<file path="config.mk">
export PLATFORM = sky130hd
export DESIGN_NAME = spi_seq_top
export DESIGN_NICKNAME = d
export VERILOG_FILES = /design/src/rtl/spi_seq_pkg.sv /design/src/rtl/spi_seq_cfg.sv /design/src/rtl/spi_seq_ctrl.sv /design/src/rtl/spi_seq_shift.sv /design/src/rtl/spi_seq_top.sv
export SDC_FILE = /design/constraint.sdc
export NUM_CORES = 1
export LEC_CHECK = 0
export ABC_CLOCK_PERIOD_IN_PS = 2700
export BUFFER_PORTS_ARGS = -buffer_cell sky130_fd_sc_hd__buf_2
export CORE_MARGIN = 5
export CORE_UTILIZATION = 39
export CTS_CLUSTER_SIZE = 40
export DETAILED_ROUTE_END_ITERATION = 8
export PLACE_DENSITY_LB_ADDON = 0.15
export SYNTH_ARGS = -nofsm -noshare
export SYNTH_HDL_FRONTEND = slang
export SYNTH_SLANG_ARGS = --single-unit
</file>
<file path="constraint.sdc">
create_clock -name clk -period 2.7 [get_ports clk]
set_input_delay 0.135 -clock clk [delete_from_list [all_inputs] [get_ports clk]]
set_output_delay 0.135 -clock clk [all_outputs]
set_load 0.01 [all_outputs]
</file>
<file path="src/rtl/spi_seq_pkg.sv">
`timescale 1ns/1ps
package spi_seq_pkg;

  typedef struct packed {
    logic [7:0] gap;
    logic [7:0] lead;
    logic [7:0] div;
    logic       keep;
    logic       force_rel;
    logic       cap_lead;
    logic       cpol;
  } seq_cfg_t;

  typedef enum logic [2:0] {
    ST_IDLE, ST_SETUP, ST_SHIFT, ST_TAIL, ST_GAP, ST_HOLD, ST_REL
  } seq_st_t;

  function automatic seq_cfg_t unpack_cfg(input logic [31:0] w);
    seq_cfg_t c;
    c.gap       = w[31:24];
    c.lead      = w[23:16];
    c.div       = w[15:8];
    c.keep      = w[3];
    c.force_rel = w[2];
    c.cap_lead  = w[1];
    c.cpol      = w[0];
    return c;
  endfunction

endpackage

</file>
<file path="src/rtl/spi_seq_cfg.sv">
`timescale 1ns/1ps
module spi_seq_cfg
  import spi_seq_pkg::*;
(
  input  logic        clk,
  input  logic        rst_n,
  input  logic        we,
  input  logic [31:0] wdata,
  output seq_cfg_t    cfg
);

  logic unused_rsvd;
  assign unused_rsvd = ^wdata[7:4];

  // word resets to zero, loads on write strobe
  always_ff @(posedge clk or negedge rst_n) begin
    if (!rst_n)  cfg <= '0;
    else if (we) cfg <= unpack_cfg(wdata);
  end

endmodule

</file>
<file path="src/rtl/spi_seq_ctrl.sv">
`timescale 1ns/1ps
module spi_seq_ctrl
  import spi_seq_pkg::*;
#(
  parameter int DATA_W    = 8,
  parameter int FLD_W     = 8,
  parameter int GAP_SCALE = 32,
  parameter int MIN_DIV   = 2
) (
  input  logic     clk,
  input  logic     rst_n,
  input  seq_cfg_t cfg,
  input  logic     tx_valid,
  output logic     tx_ready,
  output logic     accept,
  output logic     cont,
  output logic     lead_ev,
  output logic     trail_ev,
  output logic     sck,
  output logic     cs_n
);

  localparam int CNT_W = $clog2(((1 << FLD_W) - 1) * GAP_SCALE + 1);
  localparam int BIT_W = (DATA_W > 1) ? $clog2(DATA_W) : 1;

  seq_st_t          st;
  logic [CNT_W-1:0] cnt;
  logic [BIT_W-1:0] bitn;
  logic             sck_q, cs_q;

  logic [CNT_W-1:0] half1, half2, setup_n, gap_n, div_n;
  logic             cnt_last, sck_act, div_ok, last_trail, dec;

  logic unused_cap;
  assign unused_cap = cfg.cap_lead;

  assign div_n    = CNT_W'(cfg.div);
  assign half1    = CNT_W'(cfg.div >> 1);
  assign half2    = div_n - half1;
  assign setup_n  = (cfg.lead != '0) ? CNT_W'(cfg.lead) : half1;
  assign gap_n    = CNT_W'(cfg.gap) * CNT_W'(GAP_SCALE);
  assign div_ok   = cfg.div >= FLD_W'(MIN_DIV);
  assign cnt_last = (cnt == CNT_W'(1));
  assign sck_act  = sck_q ^ cfg.cpol;

  assign lead_ev    = cnt_last && ((st == ST_SETUP) || (st == ST_SHIFT && !sck_act));
  assign trail_ev   = cnt_last && (st == ST_SHIFT) && sck_act;
  assign last_trail = trail_ev && (bitn == BIT_W'(DATA_W - 1));
  assign dec        = cnt_last && ((st == ST_GAP) || (st == ST_TAIL && cfg.gap == '0));

  assign tx_ready = div_ok && ((st == ST_IDLE) || (st == ST_HOLD) ||
                               (dec && !cfg.force_rel) ||
                               (last_trail && cfg.gap == '0 && !cfg.force_rel));
  assign accept   = tx_valid && tx_ready;
  assign cont     = accept && last_trail;

  assign sck  = sck_q;
  assign cs_n = ~cs_q;

  always_ff @(posedge clk or negedge rst_n) begin
    if (!rst_n) begin
      st    <= ST_IDLE;
      cnt   <= '0;
      bitn  <= '0;
      sck_q <= 1'b0;
      cs_q  <= 1'b0;
    end else begin
      case (st)
        ST_IDLE: begin
          sck_q <= cfg.cpol;
          if (accept) begin
            cs_q <= 1'b1;
            cnt  <= setup_n;
            st   <= ST_SETUP;
          end
        end
        ST_HOLD: begin
          if (accept) begin
            cnt <= setup_n;
            st  <= ST_SETUP;
          end
        end
        ST_SETUP: begin
          if (cnt_last) begin
            sck_q <= ~sck_q;
            cnt   <= half1;
            bitn  <= '0;
            st    <= ST_SHIFT;
          end else cnt <= cnt - 1'b1;
        end
        ST_SHIFT: begin
          if (cnt_last) begin
            sck_q <= ~sck_q;
            if (sck_act) begin
              cnt <= half2;
              if (bitn == BIT_W'(DATA_W - 1)) begin
                bitn <= '0;
                if (!cont) st <= ST_TAIL;
              end else bitn <= bitn + 1'b1;
            end else cnt <= half1;
          end else cnt <= cnt - 1'b1;
        end
        ST_TAIL, ST_GAP: begin
          if (dec) begin
            if (cfg.force_rel) begin
              cs_q <= 1'b0;
              cnt  <= div_n;
              st   <= ST_REL;
            end else if (accept) begin
              cnt <= setup_n;
              st  <= ST_SETUP;
            end else if (cfg.keep) begin
              st <= ST_HOLD;
            end else begin
              cs_q <= 1'b0;
              st   <= ST_IDLE;
            end
          end else if (cnt_last) begin
            cnt <= gap_n;
            st  <= ST_GAP;
          end else cnt <= cnt - 1'b1;
        end
        ST_REL: begin
          if (cnt_last) st <= ST_IDLE;
          else          cnt <= cnt - 1'b1;
        end
        default: st <= ST_IDLE;
      endcase
    end
  end

endmodule

</file>
<file path="src/rtl/spi_seq_shift.sv">
`timescale 1ns/1ps
module spi_seq_shift #(
  parameter int DATA_W = 8
) (
  input  logic              clk,
  input  logic              rst_n,
  input  logic              cap_lead,
  input  logic              accept,
  input  logic              lead_ev,
  input  logic              trail_ev,
  input  logic [DATA_W-1:0] tx_data,
  input  logic              miso,
  output logic              mosi,
  output logic              rx_valid,
  output logic [DATA_W-1:0] rx_data
);

  localparam int CC_W = (DATA_W > 1) ? $clog2(DATA_W) : 1;

  logic [DATA_W-1:0] tx_sr, rx_sr;
  logic [CC_W-1:0]   cc;
  logic              chg_ev, cap_ev;

  // edge roles swap with the capture-on-leading bit
  assign chg_ev = cap_lead ? trail_ev : lead_ev;
  assign cap_ev = cap_lead ? lead_ev  : trail_ev;

  always_ff @(posedge clk or negedge rst_n) begin
    if (!rst_n) begin
      tx_sr    <= '0;
      rx_sr    <= '0;
      rx_data  <= '0;
      cc       <= '0;
      mosi     <= 1'b0;
      rx_valid <= 1'b0;
    end else begin
      rx_valid <= 1'b0;
      if (accept) begin
        tx_sr <= tx_data;
        if (cap_lead) mosi <= tx_data[DATA_W-1];
      end else if (chg_ev) begin
        mosi  <= cap_lead ? tx_sr[DATA_W-2] : tx_sr[DATA_W-1];
        tx_sr <= {tx_sr[DATA_W-2:0], 1'b0};
      end
      if (cap_ev) begin
        rx_sr <= {rx_sr[DATA_W-2:0], miso};
        if (cc == CC_W'(DATA_W - 1)) begin
          rx_data  <= {rx_sr[DATA_W-2:0], miso};
          rx_valid <= 1'b1;
          cc       <= '0;
        end else cc <= cc + 1'b1;
      end else if (accept) begin
        cc <= '0;
      end
    end
  end

endmodule

</file>
<file path="src/rtl/spi_seq_top.sv">
`timescale 1ns/1ps
module spi_seq_top
  import spi_seq_pkg::*;
#(
  parameter int DATA_W    = 8,
  parameter int FLD_W     = 8,
  parameter int GAP_SCALE = 32,
  parameter int MIN_DIV   = 2
) (
  input  logic              clk,
  input  logic              rst_n,
  input  logic              cfg_we,
  input  logic [31:0]       cfg_wdata,
  input  logic              tx_valid,
  output logic              tx_ready,
  input  logic [DATA_W-1:0] tx_data,
  output logic              rx_valid,
  output logic [DATA_W-1:0] rx_data,
  output logic              sck,
  output logic              cs_n,
  output logic              mosi,
  input  logic              miso
);

  seq_cfg_t cfg_q;
  logic     accept, cont, lead_ev, trail_ev;

  spi_seq_cfg u_cfg (
    .clk   (clk),
    .rst_n (rst_n),
    .we    (cfg_we),
    .wdata (cfg_wdata),
    .cfg   (cfg_q)
  );

  spi_seq_ctrl #(
    .DATA_W    (DATA_W),
    .FLD_W     (FLD_W),
    .GAP_SCALE (GAP_SCALE),
    .MIN_DIV   (MIN_DIV)
  ) u_ctrl (
    .clk      (clk),
    .rst_n    (rst_n),
    .cfg      (cfg_q),
    .tx_valid (tx_valid),
    .tx_ready (tx_ready),
    .accept   (accept),
    .cont     (cont),
    .lead_ev  (lead_ev),
    .trail_ev (trail_ev),
    .sck      (sck),
    .cs_n     (cs_n)
  );

  logic unused_cont;
  assign unused_cont = cont;

  spi_seq_shift #(
    .DATA_W (DATA_W)
  ) u_shift (
    .clk      (clk),
    .rst_n    (rst_n),
    .cap_lead (cfg_q.cap_lead),
    .accept   (accept),
    .lead_ev  (lead_ev),
    .trail_ev (trail_ev),
    .tx_data  (tx_data),
    .miso     (miso),
    .mosi     (mosi),
    .rx_valid (rx_valid),
    .rx_data  (rx_data)
  );

endmodule

</file>
==> results of run 1 <==
==> final timing paths <==
check,startpoint,to,slack [ns]
setup / recovery,u_cfg.cfg[25],tx_ready,0.03
hold / removal,cfg_wdata[8],u_cfg.cfg[4],0.001
setup reg to reg,u_cfg.cfg[25],u_shift.mosi,0.07
hold reg to reg,u_shift.rx_data[7],u_shift.rx_data[7],0.51
max in group asynchronous,rst_n,u_cfg.cfg[7],1.53
min in group asynchronous,rst_n,u_ctrl.cnt[3],0.47
==> sequential cells by signal, summed over array words and instances, names as in the netlist, 3 cells and up <==
signal           count
u_ctrl.cnt          13
u_shift.cc           3
u_shift.rx_sr        7
u_shift.tx_sr        8
u_cfg.cfg           28
u_ctrl.st            3
u_shift.rx_data      8
u_ctrl.bitn          3
==> repair_timing <==
item | in CTS | in global routing
gates resized for setup | 7 | 8
hold endpoints to repair | 12 | 0
gates cloned | 0 | 0
hold buffers | 12 | 0
setup endpoints to repair | 8 | 28
pin swaps | 1 | 1
==> cell usage after synthesis, types with 4 or more instances <==
master / count / area, um2
o21ai_0: 35 / 175.2
nor2b_1: 6 / 37.54
dfrtp_1: 77 / 1927
o31ai_1: 5 / 37.54
xnor2_1: 9 / 78.83
xor2_1: 4 / 35.03
nor4_1: 5 / 31.28
a21oi_1: 41 / 205.2
and3_1: 5 / 31.28
nand2b_1: 5 / 31.28
nor2_1: 48 / 180.2
nand3_1: 9 / 45.04
o21ai_1: 10 / 50.05
a31oi_1: 5 / 31.28
a211oi_1: 8 / 60.06
nor3b_1: 6 / 45.04
a21o_1: 9 / 67.56
clkbuf_1: 22 / 82.58
nand2_1: 63 / 236.5
a21boi_0: 5 / 37.54
a22oi_1: 6 / 45.04
nand4_1: 4 / 25.02
o22ai_1: 8 / 50.05
buf_2: 4 / 20.02
inv_1: 20 / 75.07
ha_1: 20 / 250.2
nor3_1: 13 / 65.06
o211ai_1: 10 / 75.07
mux2_2: 38 / 427.9
mux2i_1: 10 / 100.1
or4_1: 6 / 45.04
==> cell families after synthesis <==
family / Yosys count
AO/OA/AOI/OAI: 168
XOR/XNOR: 13
adder cells (fa/ha/maj): 21
buffers and inverters: 51
flip-flops: 77
multiplexers: 48
AND/OR/NAND/NOR: 182
==> through the flow <==
stage          TNS (ns)  hold slack [ns]  utilization (%)
4_1_cts               0         0.003513            49.81
5_1_grt        -0.05255         0.003825            50.10
3_5_place_dp    -0.2883           0.3508            46.17
2_1_floorplan         0          -0.1606                -
6_report              0         0.001495            50.10
3_3_place_gp   -0.02299           0.3421            46.17
==> layer usage <==
metal / GRT usage, % / up-vias / wire length, um / share of wire, %
met3: 4.575 / 29 / 1155 / 7.6
met2: 33.10 / 181 / 6905 / 45
li1: - / 2246 / - / -
met4: 8.581 / 0 / 378 / 2.5
met5: 0 / - / 0 / 0
met1: 28.98 / 2303 / 6804 / 45
==> worst min-delay path: cells and delay by family <==
kind	cells	cell delay (ns)
AO/OA/AOI/OAI	1	0.06
buffers and inverters	1	0.07
AND/OR/NAND/NOR	1	0.04
==> layout make-up <==
cell class	instances	area [um2]
clock buffer	9	225.2
timing repair buffer	123	852.1
clock inverter	7	81.33
sequential	77	1927
inverter	20	75.07
fill	1196	6271
multi-input combinational	432	2922
tap	172	215.2
==> power by group through the flow <==
stage / clock network (mW) / logic, mW / registers [mW]
floorplan: 0 / 0.316 / 1.30
global placement: 0 / 0.502 / 1.32
detailed placement: 0 / 0.512 / 1.33
CTS: 1.29 / 0.531 / 1.31
global route: 1.33 / 0.600 / 1.32
finish: 1.25 / 0.533 / 1.31
==> reports/qor.txt, run 1 <==
GRT Util Overall = 21.32%
largest net degree at the start of global routing = 78
Hold WC Path Type = in -> reg
Worst path depth = 6
final worst path period need = 2.674 ns
final worst slack = 0.02591 ns
post-synthesis cell area = 4996 um2
Synth Area in XOR/XNOR = 2.279%
Critical Path AT = 2.54 ns
synthesized instance count = 560
simple-gate share of the synthesized area = 17.21%
Buf+Inv Stages, Crit Path = 2
Worst Setup Start Kind = flop
Fin. Hold Viols = 0
area grow syn2layout = 26.05%
Flop pwr share = 42.4%
Max-cap violations = 0
peak supply drop = 0.3561 mV
Worst EP required = 2.57 ns
post-CTS setup buffer count = 0
Core ar. = 12,570 um2
compound-gate portion of the synthesized area = 21.74%
clock skew = 0.005512 ns
sw power = 0.8864 mW
syn_nets = 626
Power Dens Cells = 491.9 nW/um2
Placed Cells incl. Taps = 812
Avg Cell Area, Syn = 8.922 um2
CTS Buf Count = 9
EDFF count, synth = 0
row cnt = 41
Max Clk Rate = 374.0 MHz
Synth Warn # = 0
Non-Filler Instances = 840
hold path depth = 3
CTS max path bufs = 2
worst-margin pin slew = 1.010 ns
Worst path top cell family by delay = simple AND/OR/NAND/NOR gates
Final setup viols = 0
clock sinks = 77
Place WS = -0.1039 ns
most frequent cells in the layout = 77 x dfrtp_1, 63 x nand2_1, 56 x buf_4, 52 x buf_2, 46 x nor2_1
worst r2r path cells = 7
HPWL after DPL = 11.24 mm
crit end category = output pin
Final ANT Viol Nets = 0
Post-DP Area = 5803 um2
overflow left after global routing = 0
Worst-Skew Late Latency = 0.34 ns
fin area = 6297 um2
CTS tree = yes
vias = 4,759
Leak Pwr = 2.776 nW
Die X = 123.2 um
gp weighted congestion = 0.8958
delay of the slowest critical-path stage = 0.56 ns
CP Cell Sequence = or4_4 > or4_4 > o31a_1 > buf_4 > a21oi_2 > buf_2
RSZ-0062 raised after global routing = yes
H-tree Lvls = 3
commonest non-fill, non-tap cell in the layout = dfrtp_1
CP max-delay cell = or4_4
Switching Fraction = 28.62%
clock network power share = 40.4%
Max Slew Vio Count = 0
DRC errors left = 0
combinational share of power = 17.2%
I/O Pins = 58
drt first-iter violations = 400
mux contribution to synthesized area = 10.57%
synth unique cells = 61
Max FO, Critical Path = 3
n_diodes = 0
Routed Wire Length = 15.24 mm
Max-slew headroom = 32.66%
Clk pin slew, worst setup/hold paths = 0.06 ns
Vias/cell = 5.665
final period utilization = 99.04%
asr flop ratio synth = 100.0%
vias in the first global route = 4,732
share of layout cells above drive strength 1 = 27.69%
predominant post-synthesis flop cell = dfrtp_1
first-pass GRT wire length = 24.91 mm
P_int = 2.211 mW
antenna violations before repair = 0
sequential area share after synthesis = 38.57%
WS Path Type = reg -> out
# port buffers = 53
Die Height = 123.2 um
Post-Synth Adder-Cell Area = 5.409%
Routed WL per cell = 18.15 um
outcome = finished, final reports clean
Initial Util = 39.75%
combinational family with the most area after synthesis = compound AO/OA/AOI/OAI gates
clock root buffer = clkbuf_16
synthesis-stage register bit count = 77
Final Total Pwr = 3.098 mW
drt pass-1 iters = 5
die area = 15,170 um2
most used cell, CP = or4_4
fin nets = 729
Note: power is estimated with default switching activity, not from simulation.
==> run 2, diff against run 1 <==
Settings changed: BUFFER_PORTS_ARGS -buffer_cell sky130_fd_sc_hd__buf_2 to -buffer_cell sky130_fd_sc_hd__clkbuf_2, CORE_MARGIN 5 to 2, CORE_UTILIZATION 39 to 30.
==> reports/qor.txt, run 2 (synthesis results as in run 1) <==
commonest non-fill, non-tap cell in the layout = dfrtp_1
Max-slew headroom = 31.38% (-1.3 points)
Final Total Pwr = 3.125 mW (+0.89%)
Reg2Reg Capture Point = u_shift.mosi
H-tree Lvls = 3 (unchanged)
largest net degree at the start of global routing = 78 (unchanged)
antenna violations before repair = 0 (unchanged)
CTS max path bufs = 2 (unchanged)
WHS = -0.07451 ns (-0.07601 ns)
final period utilization = 98.00% (-1.0 points)
Worst-Skew Late Latency = 0.35 ns (about the same)
CTS tree = yes
failing checks = hold timing
RSZ-0062 raised after global routing = yes
vias in the first global route = 4,867 (+2.9%)
Multi-input gate area = 2912 um2 (-0.34%)
worst-margin pin slew = 1.029 ns (+0.01927 ns)
worst r2r path cells = 7 (unchanged)
drt first-iter violations = 356 (-11%)
reg2reg setup slack = 0.07 ns (about the same)
final worst path period need = 2.646 ns (-0.02816 ns)
Routed Wire Length = 15.79 mm (+3.6%)
clock skew = 0.01204 ns (+0.006532 ns)
clock root buffer = clkbuf_16
Die X = 133.1 um (+8.0%)
vias = 4,787 (+0.59%)
share of layout cells above drive strength 1 = 28.61% (+0.92 points)
Post-DP Area = 5923 um2 (+2.1%)
row cnt = 47 (+15%)
first-pass GRT wire length = 25.90 mm (+4.0%)
GRT Util Overall = 18.78% (-2.5 points)
Power Dens Cells = 491.0 nW/um2 (-0.19%)
most frequent cells in the layout = 76 x dfrtp_1, 64 x buf_4, 63 x nand2_1, 51 x clkbuf_2, 47 x nor2_1
n_diodes = 0 (unchanged)
Fin. Hold Viols = 34 (+34)
Max Slew Vio Count = 0 (unchanged)
outcome = finished, violations left
Worst Setup Start Kind = flop
peak supply drop = 0.2881 mV (-19%)
crit end category = output pin
Hold WC Path Type = in -> async
Filler cells = 1,688 (+41%)
Reg2Reg Launch Point = u_cfg.cfg[25]
gp weighted congestion = 0.9130 (+1.9%)
CP endpoint = tx_ready
area grow syn2layout = 27.40%
clock sinks = 77 (unchanged)
WS Path Type = reg -> out
Vias/cell = 5.373 (-5.2%)
fin nets = 732 (+0.41%)
Core ar. = 16,410 um2 (+31%)
CTS Buf Count = 9 (unchanged)
Die Height = 133.1 um (+8.0%)
Largest register FFs = 28 (unchanged)
top flop regs = u_cfg.cfg (28), u_ctrl.cnt (13)
register area = 1928 um2 (about the same)
drt pass-1 iters = 5 (unchanged)
HPWL after DPL = 11.71 mm (+4.2%)
post-CTS setup buffer count = 0 (unchanged)
Critical Path AT = 2.51 ns (-0.03 ns)
Initial Util = 30.45% (-9.3 points)
Final ANT Viol Nets = 0 (unchanged)
die area = 17,700 um2 (+17%)
Placed Cells incl. Taps = 868 (+6.9%)
fin area = 6365 um2 (+1.1%)
# port buffers = 53 (unchanged)
Routed WL per cell = 17.72 um (-2.3%)
I/O Pins = 58 (unchanged)
Clk pin slew, worst setup/hold paths = 0.07 ns (about the same)
Max-cap violations = 0 (unchanged)
Worst EP required = 2.57 ns (about the same)
Leak Pwr = 2.775 nW (about the same)
Max Clk Rate = 377.9 MHz (+1.1%)
Top reg by flops = u_cfg.cfg
DRC errors left = 0 (unchanged)
Crit. Startpoint = u_cfg.cfg[25]
Final setup viols = 0 (unchanged)
Max FO, Critical Path = 3 (unchanged)
Non-Filler Instances = 891 (+6.1%)
overflow left after global routing = 0 (unchanged)
run 2: layout make-up:
| cell class | count | area share (%) |
|---|---|---|
| repair buffers | 126 | 13.64 |
| clock inverters | 7 | 1.278 |
| well taps | 220 | 4.325 |
| clock buffers | 9 | 3.538 |
| multi-input cells | 432 | 45.74 |
| inverters | 20 | 1.179 |
| flip-flops and latches | 77 | 30.29 |
run 2: report_power, final:
group	total [mW]	leakage (nW)	switching (mW)	internal, mW
combinational	0.547	1.71	0.281	0.266
sequential	1.31	0.928	0.0852	1.23
clock	1.27	0.140	0.540	0.728
run 2: how the worst min path moves through the flow:
stage	startpoint	slack, ns	cells past startpoint	end
floorplan	rst_n	-0.16	0	u_cfg.cfg[0]
global placement	cfg_wdata[11]	0.35	3	u_cfg.cfg[7]
detailed placement	tx_data[6]	0.35	3	u_shift.tx_sr[6]
CTS	tx_data[2]	0.002	3	u_shift.tx_sr[2]
global route	tx_data[2]	0.02	3	u_shift.tx_sr[2]
finish	rst_n	-0.07	1	u_ctrl.cnt[1]
run 2: repair_timing:
| item | CTS | global route |
|---|---|---|
| endpoints found under the hold margin | 7 | 0 |
| hold buffers | 7 | 0 |
| resized for setup | 7 | 10 |
| pin swaps | 1 | 0 |
| setup endpoints to repair | 7 | 10 |
run 2: metal layers:
layer  vias up  share of wire [%]  GRT usage [%]
li1       2252                  -              -
met1      2343                 46          25.78
met2       167                 45          28.93
met3        25                6.7          3.602
met4         0                2.4          7.945
met5         -                  0              0
run 2: metrics by stage:
step                      utilization [%]  setup slack (ns)  setup TNS, ns
after global placement              36.10          0.005302              0
after floorplan                         -            0.1637              0
final                               38.79           0.05407              0
after detailed placement            36.10          -0.05684        -0.1331
after CTS                           38.59          0.002352              0
after global routing                38.79          -0.07568       -0.07570
run 2: critical path, cell delays in order, from the launching register on:
cell	delay, ns
dfrtp_1	0.38
or4_4	0.57
or4_4	0.50
o31a_1	0.30
buf_4	0.16
a21oi_4	0.14
buf_6	0.12
==> run 3, diff against run 2 <==
Settings changed: BUFFER_PORTS_ARGS -buffer_cell sky130_fd_sc_hd__clkbuf_2 to -buffer_cell sky130_fd_sc_hd__buf_2, CORE_UTILIZATION 30 to 40.
==> reports/qor.txt, run 3 (synthesis results as in run 1) <==
outcome = finished, violations left
failing checks = hold timing
Core ar. = 12,110 um2 (-26%)
clock sinks = 77 (unchanged)
Max Slew Vio Count = 0 (unchanged)
DRC errors left = 0 (unchanged)
area grow syn2layout = 25.72%
most frequent cells in the layout = 77 x dfrtp_1, 63 x nand2_1, 62 x buf_4, 52 x buf_2, 46 x nor2_1
fin nets = 730 (-0.27%)
final worst path period need = 2.643 ns (-0.003374 ns)
HPWL after DPL = 11.04 mm (-5.7%)
Top reg by flops = u_cfg.cfg
# port buffers = 53 (unchanged)
Final ANT Viol Nets = 0 (unchanged)
share of layout cells above drive strength 1 = 28.25% (-0.36 points)
vias in the first global route = 4,700 (-3.4%)
Max FO, Critical Path = 4 (+1)
I/O Pins = 58 (unchanged)
die area = 13,400 um2 (-24%)
H-tree Lvls = 3 (unchanged)
CTS Buf Count = 9 (unchanged)
top flop regs = u_cfg.cfg (28), u_ctrl.cnt (13)
clock root buffer = clkbuf_16
Power Dens Cells = 499.5 nW/um2 (+1.7%)
Max-cap violations = 0 (unchanged)
commonest non-fill, non-tap cell in the layout = dfrtp_1
CTS tree = yes
n_diodes = 0 (unchanged)
Max Clk Rate = 378.4 MHz (+0.13%)
fin area = 6281 um2 (-1.3%)
Worst EP required = 2.57 ns (about the same)
gp weighted congestion = 0.9637 (+5.6%)
Clk pin slew, worst setup/hold paths = 0.06 ns (about the same)
worst-margin pin slew = 1.007 ns (-0.02246 ns)
Die X = 115.8 um (-13%)
Worst-Skew Late Latency = 0.35 ns (about the same)
WS Path Type = reg -> out
Critical Path AT = 2.51 ns (about the same)
final worst slack = 0.05744 ns (+0.003374 ns)
WHS = -0.04751 ns (+0.02700 ns)
worst r2r path cells = 7 (unchanged)
Vias/cell = 5.722 (+6.5%)
Place WS = -0.03586 ns (+0.02098 ns)
antenna violations before repair = 0 (unchanged)
Initial Util = 41.25% (+11 points)
post-CTS setup buffer count = 0 (unchanged)
peak supply drop = 0.5038 mV (+75%)
drt pass-1 iters = 5 (unchanged)
Worst Setup Start Kind = flop
final period utilization = 97.87% (-0.12 points)
Leak Pwr = 2.773 nW (about the same)
overflow left after global routing = 0 (unchanged)
GRT Util Overall = 24.12% (+5.3 points)
drt first-iter violations = 351 (-1.4%)
Hold WC Path Type = in -> async
Final setup viols = 0 (unchanged)
Post-DP Area = 5836 um2 (-1.5%)
crit end category = output pin
Fin. Hold Viols = 77 (+130%)
largest net degree at the start of global routing = 78 (unchanged)
Max-slew headroom = 32.87% (+1.5 points)
clock skew = 0.007627 ns (-0.004417 ns)
RSZ-0062 raised after global routing = no
vias = 4,789 (+0.042%)
Largest register FFs = 28 (unchanged)
Die Height = 115.8 um (-13%)
row cnt = 40 (-15%)
CTS max path bufs = 2 (unchanged)
Routed WL per cell = 18.19 um (+2.7%)
Routed Wire Length = 15.23 mm (-3.6%)
first-pass GRT wire length = 24.86 mm (-4.0%)
-- run 3: repair_timing --
action                                  4_1_cts  5_1_grt
pin swaps                                     2        2
endpoints found under the setup margin       11       22
hold buffers                                  8        0
endpoints found under the hold margin         8        0
resized for setup                             6        8
-- run 3: worst max-delay path, cell delays in order, from the launching register on --
cell     delay [ns]
dfrtp_1        0.39
or4_4          0.57
o21a_1         0.21
or4_4          0.53
buf_4          0.17
a21oi_2        0.15
buf_2          0.15
-- run 3: area by class of cell --
type	count	area, um2
Fill cell	1185	5831
Multi-Input combinational cell	432	2915
Sequential cell	77	1927
Timing Repair Buffer	124	845.8
Clock buffer	11	242.7
Tap cell	168	210.2
Inverter	20	75.07
Clock inverter	5	65.06
-- run 3: power breakdown --
group | switching (mW) | internal (mW) | total, mW
clock network | 0.524 | 0.754 | 1.28
registers | 0.0858 | 1.23 | 1.31
logic | 0.288 | 0.260 | 0.549
total | 0.898 | 2.24 | 3.14
-- run 3: metal layers --
| metal | routed length (um) | global-route usage [%] | up-vias |
|---|---|---|---|
| met5 | 0 | 0 | - |
| met4 | 440 | 8.968 | 0 |
| met3 | 1015 | 4.603 | 39 |
| met2 | 6935 | 37.47 | 190 |
| met1 | 6836 | 33.63 | 2319 |
| li1 | - | - | 2241 |
-- run 3: path summary, 6_finish.rpt --
| check | from | end | slack, ns |
|---|---|---|---|
| min in group clk | cfg_wdata[14] | u_cfg.cfg[10] | 0 |
| min reg2reg | u_shift.rx_data[0] | u_shift.rx_data[0] | 0.50 |
| max reg2reg | u_cfg.cfg[25] | u_ctrl.cnt[4] | 0.10 |
| max | u_cfg.cfg[25] | tx_ready | 0.06 |
| max in group asynchronous | rst_n | u_shift.rx_data[5] | 2.10 |
| min | rst_n | u_ctrl.cnt[10] | -0.05 |
-- run 3: through the flow --
| step | setup TNS, ns | util (%) | instances | power [mW] |
|---|---|---|---|---|
| finish | 0 | 51.86 | 837 | 3.137 |
| detailed placement | -0.06217 | 48.18 | 813 | 1.853 |
| global placement | 0 | 48.18 | 813 | 1.837 |
| global route | 0 | 51.86 | 837 | 3.278 |
| floorplan | 0 | - | 560 | 1.617 |
| CTS | 0 | 51.56 | 837 | 3.147 |
